--- config.mk ---
export PLATFORM = sky130hd
export DESIGN_NAME = tmr_cpwm
export DESIGN_NICKNAME = d
export VERILOG_FILES = /design/src/rtl/tmr_cpwm_pkg.sv /design/src/rtl/tmr_cpwm_count.sv /design/src/rtl/tmr_cpwm_chan.sv /design/src/rtl/tmr_cpwm.sv
export SDC_FILE = /design/constraint.sdc
export NUM_CORES = 1
export LEC_CHECK = 0
export BUFFER_PORTS_ARGS = -buffer_cell sky130_fd_sc_hd__clkbuf_2
export CAP_MARGIN = 10
export CELL_PAD_IN_SITES_DETAIL_PLACEMENT = 0
export CELL_PAD_IN_SITES_GLOBAL_PLACEMENT = 1
export CORE_UTILIZATION = 46
export DETAILED_ROUTE_END_ITERATION = 6
export GPL_TIMING_DRIVEN = 0
export PLACE_DENSITY = 0.82
export SETUP_SLACK_MARGIN = 0.15
export SLEW_MARGIN = 0
export SYNTH_ARGS = -nofsm -noshare
export SYNTH_HDL_FRONTEND = slang
export SYNTH_SLANG_ARGS = --single-unit
--- constraint.sdc ---
create_clock -name clk -period 3.4 [get_ports clk]
set_input_delay 0 -clock clk [delete_from_list [all_inputs] [get_ports clk]]
set_output_delay 0 -clock clk [all_outputs]
set_load 0.02 [all_outputs]
--- src/rtl/tmr_cpwm_pkg.sv ---
package tmr_cpwm_pkg;
  localparam int unsigned ADDR_W = 3;

  typedef enum logic [ADDR_W-1:0] {
    RG_CNT  = 3'd0,
    RG_CMPA = 3'd1,
    RG_CMPB = 3'd2,
    RG_TOP  = 3'd3,
    RG_CTRL = 3'd4,
    RG_FLAG = 3'd5,
    RG_MASK = 3'd6
  } reg_addr_e;

  localparam int unsigned FLG_WRAP = 0;
  localparam int unsigned FLG_MA   = 1;
  localparam int unsigned FLG_MB   = 2;
  localparam int unsigned NFLG     = 3;
  localparam int unsigned NCH      = 2;
endpackage

--- src/rtl/tmr_cpwm_count.sv ---
module tmr_cpwm_count #(
  parameter int unsigned W = 8
) (
  input  logic         clk,
  input  logic         rst_n,
  input  logic         tick,
  input  logic         pwm_mode,
  input  logic [W-1:0] top,
  input  logic         ld,
  input  logic [W-1:0] ld_val,
  output logic [W-1:0] cnt,
  output logic [W-1:0] cnt_nxt,
  output logic         step,
  output logic         wrap
);
  localparam logic [W-1:0] MAXV = '1;

  logic [W-1:0] cnt_q;
  logic         at_end;

  // a load from the register port suppresses the step in that cycle
  assign step    = tick & ~ld;
  assign at_end  = (cnt_q == MAXV) | (pwm_mode & (cnt_q == top));
  assign cnt_nxt = at_end ? '0 : cnt_q + 1'b1;
  assign wrap    = step & at_end;
  assign cnt     = cnt_q;

  always_ff @(posedge clk) begin
    if (!rst_n)    cnt_q <= '0;
    else if (ld)   cnt_q <= ld_val;
    else if (step) cnt_q <= cnt_nxt;
  end
endmodule

--- src/rtl/tmr_cpwm_chan.sv ---
module tmr_cpwm_chan #(
  parameter int unsigned W   = 8,
  parameter int unsigned DTW = 4
) (
  input  logic           clk,
  input  logic           rst_n,
  input  logic           pwm_mode,
  input  logic           step,
  input  logic [W-1:0]   cnt_nxt,
  input  logic [W-1:0]   cmp,
  input  logic [DTW-1:0] dt,
  output logic           match,
  output logic           out_t,
  output logic           out_n
);
  logic           lvl_q, lvl_d, chg;
  logic [DTW-1:0] band_q;
  logic           band_idle;

  assign match = step & (cnt_nxt == cmp);

  // level rises at restart, falls on match; match wins when cmp is zero
  always_comb begin
    lvl_d = lvl_q;
    if (!pwm_mode)            lvl_d = 1'b0;
    else if (step) begin
      if (cnt_nxt == cmp)     lvl_d = 1'b0;
      else if (cnt_nxt == '0) lvl_d = 1'b1;
    end
  end

  assign chg = lvl_d ^ lvl_q;

  always_ff @(posedge clk) begin
    if (!rst_n) begin
      lvl_q  <= 1'b0;
      band_q <= '0;
    end else begin
      lvl_q <= lvl_d;
      if (chg)                      band_q <= dt;
      else if (step && !band_idle)  band_q <= band_q - 1'b1;
    end
  end

  assign band_idle = (band_q == '0);
  assign out_t     = pwm_mode & lvl_q & band_idle;
  assign out_n     = pwm_mode & ~lvl_q & band_idle;
endmodule

--- src/rtl/tmr_cpwm.sv ---
module tmr_cpwm
  import tmr_cpwm_pkg::*;
#(
  parameter int unsigned W   = 8,
  parameter int unsigned DTW = 4
) (
  input  logic              clk,
  input  logic              rst_n,
  input  logic              tick,
  input  logic              wr_en,
  input  logic [ADDR_W-1:0] addr,
  input  logic [W-1:0]      wdata,
  output logic [W-1:0]      rdata,
  output logic              pwm_a,
  output logic              pwm_an,
  output logic              pwm_b,
  output logic              pwm_bn,
  output logic              irq
);
  localparam int unsigned PADW = W - DTW - 1;

  logic [W-1:0]    cmp_q [NCH];
  logic [W-1:0]    top_q;
  logic            pwm_q;
  logic [DTW-1:0]  dt_q;
  logic [NFLG-1:0] flags_q, flag_set, flag_clr;
  logic [NFLG-1:0] mask_q;

  logic [W-1:0]    cnt_q, cnt_nxt;
  logic            step, wrap, ld;
  logic [NCH-1:0]  match, o_t, o_n;

  function automatic logic hit(input logic [ADDR_W-1:0] a, input reg_addr_e r);
    return wr_en && (a == r);
  endfunction

  assign ld = hit(addr, RG_CNT);

  tmr_cpwm_count #(.W(W)) u_cnt (
    .clk(clk), .rst_n(rst_n), .tick(tick), .pwm_mode(pwm_q), .top(top_q),
    .ld(ld), .ld_val(wdata), .cnt(cnt_q), .cnt_nxt(cnt_nxt),
    .step(step), .wrap(wrap)
  );

  for (genvar c = 0; c < NCH; c++) begin : g_ch
    tmr_cpwm_chan #(.W(W), .DTW(DTW)) u_ch (
      .clk(clk), .rst_n(rst_n), .pwm_mode(pwm_q), .step(step),
      .cnt_nxt(cnt_nxt), .cmp(cmp_q[c]), .dt(dt_q),
      .match(match[c]), .out_t(o_t[c]), .out_n(o_n[c])
    );
  end

  // configuration registers
  always_ff @(posedge clk) begin
    if (!rst_n) begin
      cmp_q[0] <= '0;
      cmp_q[1] <= '0;
      top_q    <= '0;
      pwm_q    <= 1'b0;
      dt_q     <= '0;
      mask_q   <= '0;
    end else begin
      if (hit(addr, RG_CMPA)) cmp_q[0] <= wdata;
      if (hit(addr, RG_CMPB)) cmp_q[1] <= wdata;
      if (hit(addr, RG_TOP))  top_q    <= wdata;
      if (hit(addr, RG_CTRL)) begin
        pwm_q <= wdata[0];
        dt_q  <= wdata[W-1 -: DTW];
      end
      if (hit(addr, RG_MASK)) mask_q <= wdata[NFLG-1:0];
    end
  end

  // flags: events set, write-one clears, set dominates
  always_comb begin
    flag_set           = '0;
    flag_set[FLG_WRAP] = wrap;
    flag_set[FLG_MA]   = match[0];
    flag_set[FLG_MB]   = match[1];
    flag_clr           = hit(addr, RG_FLAG) ? wdata[NFLG-1:0] : '0;
  end

  always_ff @(posedge clk) begin
    if (!rst_n) flags_q <= '0;
    else        flags_q <= (flags_q & ~flag_clr) | flag_set;
  end

  // read mux
  always_comb begin
    rdata = '0;
    unique case (addr)
      RG_CNT:  rdata = cnt_q;
      RG_CMPA: rdata = cmp_q[0];
      RG_CMPB: rdata = cmp_q[1];
      RG_TOP:  rdata = top_q;
      RG_CTRL: rdata = {dt_q, {PADW{1'b0}}, pwm_q};
      RG_FLAG: rdata = {{(W-NFLG){1'b0}}, flags_q};
      RG_MASK: rdata = {{(W-NFLG){1'b0}}, mask_q};
      default: rdata = '0;
    endcase
  end

  assign irq    = |(flags_q & mask_q);
  assign pwm_a  = o_t[0];
  assign pwm_an = o_n[0];
  assign pwm_b  = o_t[1];
  assign pwm_bn = o_n[1];
endmodule

==> results of run 1 <==
[state kept, by name (all words and copies together), names as in the netlist]
signal and count:
dt_q 4, g_ch.u_ch.band_q 8, cmp_q 16, g_ch.u_ch.lvl_q 2, flags_q 3, pwm_q 1
mask_q 3, top_q 8, u_cnt.cnt 8
[repair_timing]
item	4_1_cts	5_1_grt
pin swaps	1	0
hold buffers	2	0
gates resized for setup	0	3
hold endpoints to repair	2	0
setup endpoints to repair	4	8
buffers inserted	1	0
[layout make-up]
type | count | area, sq um
repair buffers | 30 | 163
clock buffers | 6 | 72.6
multi-input cells | 341 | 2220
flip-flops and latches | 53 | 1220
clock inverters | 2 | 13.8
inverters | 9 | 33.8
plain buffers | 25 | 115
fillers | 714 | 3410
well taps | 99 | 124
[layout by cell type (no fill, tap or decap), types with 14 or more instances in the layout]
| cell type | instances |
|---|---|
| o21ai_0 | 21 |
| mux2i_1 | 22 |
| dfxtp_1 | 36 |
| nand2_1 | 65 |
| clkbuf_1 | 14 |
| edfxtp_1 | 16 |
| nor2_1 | 37 |
| a21oi_1 | 19 |
| xnor2_1 | 20 |
| clkbuf_2 | 27 |
[path summary, 6_finish.rpt]
kind	from	to	slack, ps	depth (start not counted)
max reg2reg	u_cnt.cnt[0]	g_ch[1].u_ch.band_q[3]	310	11
max	u_cnt.cnt[0]	g_ch[1].u_ch.band_q[3]	310	11
min	wdata[2]	top_q[2]	9	3
min reg2reg	flags_q[0]	flags_q[0]	500	2
[critical path: cells and delay by family, from the launching register on]
kind / cells / cell delay [ps]
AO/OA/AOI/OAI: 5 / 910
AND/OR/NAND/NOR: 2 / 600
buffers and inverters: 2 / 480
flip-flops: 1 / 450
adder cells (fa/ha/maj): 1 / 300
multiplexers: 1 / 220
[layer usage]
metal / vias to the layer above / track usage [%] / wire length, microns
li1: 1629 / - / -
met1: 1649 / 38.4 / 5040
met2: 142 / 42.1 / 4830
met3: 15 / 2.71 / 691
met4: 0 / 8.20 / 208
met5: - / 0 / 0
[cell usage after synthesis, drive strengths merged (2+ instances only)]
library cell / count
o221ai: 4
o211ai: 4
o21ai: 22
edfxtp: 16
nor3b: 5
nor4: 2
nand3: 12
or3: 3
clkbuf: 13
buf: 12
a311oi: 3
xor2: 3
inv: 9
a22oi: 6
nand3b: 3
nand4: 6
mux2i: 23
or4: 2
a31oi: 5
o2111ai: 2
nor3: 12
xnor2: 20
a221oi: 2
a211oi: 4
or2: 2
o311ai: 2
and3: 10
nor2: 37
o211a: 2
a21oi: 19
nand2b: 4
mux2: 6
dfxtp: 37
nor2b: 11
and2: 10
a31o: 2
nand2: 65
nand4b: 8
ha: 3
[power breakdown]
part           leakage (nW)  internal, mW  switching (mW)
logic                 0.976         0.180           0.239
registers             0.455         0.701          0.0531
clock network        0.0417         0.147           0.225
total                  1.47          1.03           0.517
[per-stage QoR]
step	TNS, ps	hold slack [ps]	power (mW)
CTS	0	5.23	1.54
global route	0	4.30	1.63
finish	0	9.42	1.54
detailed placement	-1.78	273	1.18
floorplan	0	136	1.07
global placement	0	261	1.17
[kinds of logic after synthesis]
group | after synthesis | synth area share, %
compound gates | 90 | 17.8
flops | 53 | 34.1
xor+xnor | 24 | 6.25
fa+ha+maj | 3 | 1.05
simple gates | 194 | 27.4
mux | 30 | 9.29
buf+inv | 34 | 4.16
==> PnR_summary.wiki, run 1 <==
{| class="wikitable"
! Metric !! Value
|-
| Slew margin rel. || 18.5%
|-
| Post-synthesis average cell area || roughly 8.4 sq um
|-
| Minimum setup slack after placement || -1.78 ps
|-
| Fin nets || 483
|-
| Area of the die || slightly above 8000 sq um
|-
| Number of storage elements in the synthesis netlist || between 50 and 60
|-
| Die height || approximately 90 microns
|-
| Maximum number of buffers from clock root to sink || 2
|-
| Largest cells by area after synthesis || dfxtp_1 (21%), edfxtp_1 (13%), nand2_1 (6.8%)
|-
| Placed Instances || roughly 550
|-
| Antenna violations before repair || 0
|-
| Yosys synthesis warning count || 0
|-
| Worst voltage drop across the vdd grid || roughly 220 uV
|-
| Dominant synthesized flop cell || dfxtp_1
|-
| Crit end category || register
|-
| Via count of the first global-routing pass || ~3.1k
|-
| Global-route wire length before repair || around 17 mm
|-
| Number of remaining DRC errors || 0
|-
| Maximum level of the CTS H-tree || 2
|-
| Arrival @ worst endpoint || between 3000 and 4000 ps
|-
| Largest area contributor in the synthesized netlist || dfxtp_1
|-
| Async SR Flop Fraction || 0%
|-
| Slowest-stage cell, CP || dfxtp_2
|-
| Number of hold-slack violations in the final timing report || 0
|-
| Clk Tree Root Cell || clkbuf_8
|-
| Min Tclk post-route || around 3100 ps
|-
| Count of vias placed by the detailed router || approximately 3.4k
|-
| Peak clock frequency supported by timing || 0.324 GHz
|-
| Cell row count || 31
|-
| Number of placed I/O pins || 28
|-
| Post-synth net total || between 400 and 500
|-
| Crit-path most repeated cell || buf_2
|-
| Core Region || 7370 sq um
|-
| Setup violators final || 0
|-
| Fraction of the cycle the final worst path needs || between 90% and 100%
|-
| Overall routing resource usage || a little over a quarter
|-
| Number of instances in the synthesized netlist || between 400 and 500
|-
| HPWL Detailed || 8.21 mm
|-
| Critical setup path kind || register to register
|-
| GP Congestion || between 0.9 and 1
|-
| Area added between synthesis and finish || 10.7%
|-
| Pin count of the biggest net entering global routing || 17
|-
| Fraction of post-synthesis cell area in the top cell type by area || 20.7%
|-
| Highest fanout seen on the critical path || 10
|-
| Fin. max-slew vios || 0
|-
| Least setup slack across all paths after layout || just over 300 ps
|-
| Number of different library cells in the post-synthesis netlist || a little under 70
|-
| CTS sink count || between 50 and 60
|-
| Remaining Overflow, GRT || 0
|-
| Clock latency on the worst-skew pair || 320 ps
|-
| Part of the Yosys area used for sequential elements || 34.1%
|-
| Count of antenna-violating nets left after detailed routing || 0
|-
| Aggregate routed wire length || roughly 11 mm
|-
| Final standard cell utilization of the core || between 50% and 60%
|-
| Endpoint required time on the critical path || approximately 3600 ps
|-
| TritonCTS clock tree || done
|-
| Wirelength per Cell || ~19 microns
|-
| Fraction of layout cells with a size suffix above 1 || 14.4%
|-
| Unrepaired setup endpoints after global routing || false
|-
| EDFF count, synth || 16
|-
| First-iteration detailed-routing DRC count || between 200 and 250
|-
| Initial Util || around 49%
|-
| Clock-pin slew on the worst setup and hold paths || between 100 and 150 ps
|-
| Final Instance Area || approximately 4000 sq um
|-
| Max-capacitance violation count || 0
|-
| Number of detailed-route iterations in the first pass || 7
|-
| Sort of element at the start of the critical path || register
|-
| Final standard cell count with taps included and fillers excluded || ~570
|-
| Die Span X || approximately 90 microns
|-
| Leak || about 1.5 nW
|-
| Result of the run || completed
|-
| Clock buffer count from CTS || 5
|-
| List of cells traversed by the critical path || ha_2 > nand3_2 > or3_4 > o31a_4 > buf_2 > o2111ai_1 > o311ai_0 > a31oi_1 > buf_2 > mux2i_1 > o211ai_1
|-
| Count of input and output buffers || 27
|-
| Total placed instance area || 3840 sq um
|-
| Power per Cell Area || 390 nW/um^2
|-
| Transition time of the tightest slew-check pin || between 1000 and 1500 ps
|-
| Mapped cell area || roughly 3600 sq um
|-
| Class of the most critical hold timing path || input pin to register
|-
| Average vias per placed instance || approximately 6.1
|-
| Crit path largest cell delay || 450 ps
|-
| Ant diodes || 0
|-
| Worst-case clock skew || between 9 and 10 ps
|}
No activity file was read; power rests on OpenSTA's default activity.
==> run 2, diff against run 1 <==
- ABC_AREA: unset -> 1
- CORE_UTILIZATION: 46 -> 44
==> run 2 against run 1 <==
  * Routed wire length decreased by 3.6%
  * Sequential power decreased by 2%
  * Highest routed layer unchanged
  * Clock skew barely moved
  * Area after synthesis decreased by 1.4%
  * Via count rose by 1.4%
  * Sequential share of layout area grew 0.21 points
  * Clock-buffer cell count decreased by 1
  * Non-clock buffer count fell by 14
==> PnR_summary.wiki, run 2 <==
{| class="wikitable"
! Metric !! Value
|-
| Result of the run || completed (unchanged)
|-
| Leak || 1.75 nW (was 1.47 nW)
|-
| Mapped cell area || 3530 sq um (was 3580 sq um)
|-
| Transition time of the tightest slew-check pin || 897 ps (was 1210 ps)
|-
| Maximum level of the CTS H-tree || 2 (unchanged)
|-
| HPWL Detailed || 8.14 mm (was 8.21 mm)
|-
| Die height || 91.6 microns (was 90.2 microns)
|-
| Max-capacitance violation count || 0 (unchanged)
|-
| Endpoint required time on the critical path || 3570 ps (was 3600 ps)
|-
| Register ranked first by flip-flop count || cmp_q (unchanged)
|-
| Worst r2r src || u_cnt.cnt[0] (unchanged)
|-
| Number of remaining DRC errors || 0 (unchanged)
|-
| Post-synthesis average cell area || 7.02 sq um (was 8.37 sq um)
|-
| Yosys synthesis warning count || 0 (unchanged)
|-
| Post-cts gate resize count || 0 (unchanged)
|-
| Maximum number of buffers from clock root to sink || 2 (unchanged)
|-
| Number of storage elements in the synthesis netlist || 53 (unchanged)
|-
| Commonest non-fill, non-tap cells in the layout || nand2_1 (130), inv_1 (73), nand3_1 (37), dfxtp_1 (37), clkbuf_2 (27) (was nand2_1 (65), nor2_1 (37), dfxtp_1 (36))
|-
| Timing endpoint of the critical path || g_ch[0].u_ch.band_q[3] (was g_ch[1].u_ch.band_q[3])
|-
| Fin nets || 558 (was 483)
|-
| Fraction of the cycle the final worst path needs || 77.3% (was 90.8%)
|-
| Min Tclk post-route || 2630 ps (was 3090 ps)
|-
| Peak clock frequency supported by timing || 0.380 GHz (was 0.324 GHz)
|-
| Post-synth net total || 521 (was 446)
|-
| Clock buffer count from CTS || 5 (unchanged)
|-
| Largest area contributor in the synthesized netlist || dfxtp_1 (unchanged)
|-
| Global-route wire length before repair || 16.9 mm (unchanged)
|-
| Final standard cell count with taps included and fillers excluded || 643 (was 565)
|-
| Overall Power || 1.63 mW (was 1.54 mW)
|-
| Worst voltage drop across the vdd grid || 222 uV (was 221 uV)
|-
| Highest fanout seen on the critical path || 10 (unchanged)
|-
| Part of the Yosys area used for sequential elements || 34.6% (was 34.1%)
|-
| Remaining Overflow, GRT || 0 (unchanged)
|-
| Power per Cell Area || 414 nW/um^2 (was 390 nW/um^2)
|-
| Number of different library cells in the post-synthesis netlist || 41 (was 68)
|-
| Largest cells by area after synthesis || dfxtp_1 (21%), nand2_1 (14%), edfxtp_1 (14%) (was dfxtp_1 (21%), edfxtp_1 (13%), nand2_1 (6.8%))
|-
| Area added between synthesis and finish || 11.4% (was 10.7%)
|-
| Via count of the first global-routing pass || 3295 (was 3107)
|-
| Area of the die || 8380 sq um (was 8140 sq um)
|-
| Crit end category || register (unchanged)
|-
| Number of cell instances on the worst register-to-register path || 17 (was 11)
|-
| Clock latency on the worst-skew pair || 310 ps (was 320 ps)
|-
| Most common cell after layout, fill and taps aside || nand2_1 (unchanged)
|-
| Pin count of the biggest net entering global routing || 17 (unchanged)
|-
| Overall routing resource usage || 26.1% (was 26.7%)
|-
| TritonCTS clock tree || done (unchanged)
|-
| CTS sink count || 53 (unchanged)
|-
| Antenna violations before repair || 0 (unchanged)
|-
| Top cell types by occurrence after synthesis || nand2_1 (130), inv_1 (73), dfxtp_1 (37), nand3_1 (37) (was nand2_1 (65), dfxtp_1 (37), nor2_1 (37))
|-
| Fraction of post-synthesis cell area in the top cell type by area || 21.0% (was 20.7%)
|-
| Count of vias placed by the detailed router || 3483 (was 3435)
|-
| Critical setup path kind || register to register (unchanged)
|-
| Number of instances in the synthesized netlist || 503 (was 428)
|-
| Core Region || 7730 sq um (was 7370 sq um)
|-
| Count of input and output buffers || 26 (was 27)
|-
| Setup slack of the most critical reg-to-reg path || 770 ps (was 310 ps)
|-
| Number of placed I/O pins || 28 (unchanged)
|-
| Aggregate routed wire length || 10.4 mm (was 10.8 mm)
|-
| Average vias per placed instance || 5.42 (was 6.08)
|-
| Cell row count || 32 (was 31)
|-
| Dominant cell by count in the synthesized netlist || nand2_1 (unchanged)
|-
| Worst-case clock skew || 10.2 ps (was 9.67 ps)
|-
| Area occupied by multi-input gates || 1920 sq um (was 2220 sq um)
|-
| Fraction of layout cells with a size suffix above 1 || 19.2% (was 14.4%)
|-
| Sort of element at the start of the critical path || register (unchanged)
|-
| Initial Util || 45.7% (was 48.6%)
|-
| Class of the most critical hold timing path || input pin to register (unchanged)
|-
| Slew margin rel. || 39.8% (was 18.5%)
|-
| Unrepaired setup endpoints after global routing || false (unchanged)
|-
| Clk Tree Root Cell || clkbuf_8 (unchanged)
|-
| Total area of sequential cells || 1220 sq um (about the same)
|-
| Arrival @ worst endpoint || 2800 ps (was 3290 ps)
|-
| Placed Instances || 633 (was 554)
|-
| Wirelength per Cell || 16.1 microns (was 19.1 microns)
|-
| GP Congestion || 0.842 (was 0.922)
|-
| Final total negative setup slack || 0 ps (unchanged)
|-
| Setup violators final || 0 (unchanged)
|-
| Async SR Flop Fraction || 0% (unchanged)
|-
| Count of antenna-violating nets left after detailed routing || 0 (unchanged)
|-
| First-iteration detailed-routing DRC count || 199 (was 241)
|-
| Layout filler cell count || 782 (was 714)
|-
| Critical path origin || u_cnt.cnt[0] (unchanged)
|-
| Clock-pin slew on the worst setup and hold paths || 100 ps (was 110 ps)
|-
| Dominant synthesized flop cell || dfxtp_1 (unchanged)
|-
| Ant diodes || 0 (unchanged)
|-
| Fin. max-slew vios || 0 (unchanged)
|-
| Number of detailed-route iterations in the first pass || 5 (was 7)
|-
| End of the worst register-to-register path || g_ch[0].u_ch.band_q[3] (was g_ch[1].u_ch.band_q[3])
|-
| Die Span X || 91.6 microns (was 90.2 microns)
|-
| Number of hold-slack violations in the final timing report || 0 (unchanged)
|-
| Max FFs per register || 16 (unchanged)
|-
| EDFF count, synth || 16 (unchanged)
|}
-- run 2: cell types whose count changed in the layout (fill, tap and decap cells not counted), sizes merged, moves of 9 or more --
cell    previous run  this run
inv               10        86
nor2b             11         1
clkbuf            46        37
nand2             65       144
and2              10         0
nand3             12        48
and3              10         0
xnor2             20         2
a21oi             19        34
mux2i             23         0
-- run 2: where the power goes --
part | switching [mW] | internal [mW]
logic | 0.287 | 0.169
registers | 0.0354 | 0.702
clock network | 0.219 | 0.217
-- run 2: cells by family (layout without fill, tap and decap cells) --
| logic type | Yosys count | in the layout | share of synthesized area (%) |
|---|---|---|---|
| buf+inv | 98 | 136 | 11.1 |
| compound gates | 87 | 87 | 15.6 |
| flops | 53 | 53 | 34.6 |
| xor+xnor | 8 | 8 | 1.99 |
| simple gates | 254 | 254 | 35.7 |
| fa+ha+maj | 3 | 3 | 1.06 |
-- run 2: worst max-delay path: stages, from the launching register on --
cell	delay, ps
dfxtp_1	510
ha_1	240
nand2_2	90
nor2_2	150
nand2_2	90
nor3_4	200
inv_2	70
buf_6	150
nand3_2	100
nand2_2	50
nand2_1	60
nand2_1	80
nor2_2	120
nand2_2	140
nand3_2	180
nand3_1	90
nand2_1	100
a21oi_2	50
-- run 2: stage by stage --
| step | setup WS, ps | hold slack, ps | util, % | area [sq um] |
|---|---|---|---|---|
| floorplan | 1260 | 147 | - | 3530 |
| global placement | 735 | 261 | 49.0 | 3790 |
| detailed placement | 836 | 268 | 49.2 | 3800 |
| CTS | 813 | 8.17 | 50.9 | 3930 |
| global route | 526 | 20.7 | 50.9 | 3930 |
| finish | 771 | 5.83 | 50.9 | 3930 |
-- run 2: how the worst min path moves through the flow --
stage / start / end / slack, ps / cells past startpoint
after CTS: wdata[4] / u_cnt.cnt[4] / 8 / 3
after floorplan: rst_n / u_cnt.cnt[2] / 150 / 2
final: wdata[2] / mask_q[2] / 6 / 3
after detailed placement: rst_n / u_cnt.cnt[2] / 270 / 3
after global routing: wdata[1] / u_cnt.cnt[1] / 20 / 3
after global placement: rst_n / u_cnt.cnt[2] / 260 / 3
-- run 2: timing repair --
item / 4_1_cts / 5_1_grt
hold endpoints to repair: 2 / 0
hold buffers: 2 / 0
buffers inserted: 0 / 0
-- run 2: layer usage --
metal	global-route usage, %	vias up	share of wire, %
li1	-	1727	-
met3	3.27	14	5.2
met2	41.8	102	46
met1	36.9	1640	47
met4	7.01	0	1.9
met5	0	-	0
-- run 2: area by class of cell --
cell class                      instances  share of cell area [%]
Clock buffer                            5                    1.75
Sequential cell                        53                    31.1
Clock inverter                          3                    1.05
Multi-Input combinational cell        352                    48.7
Timing Repair Buffer                   30                    4.20
Buffer                                 11                    1.69
Inverter                               87                    8.30
Tap cell                              102                    3.25
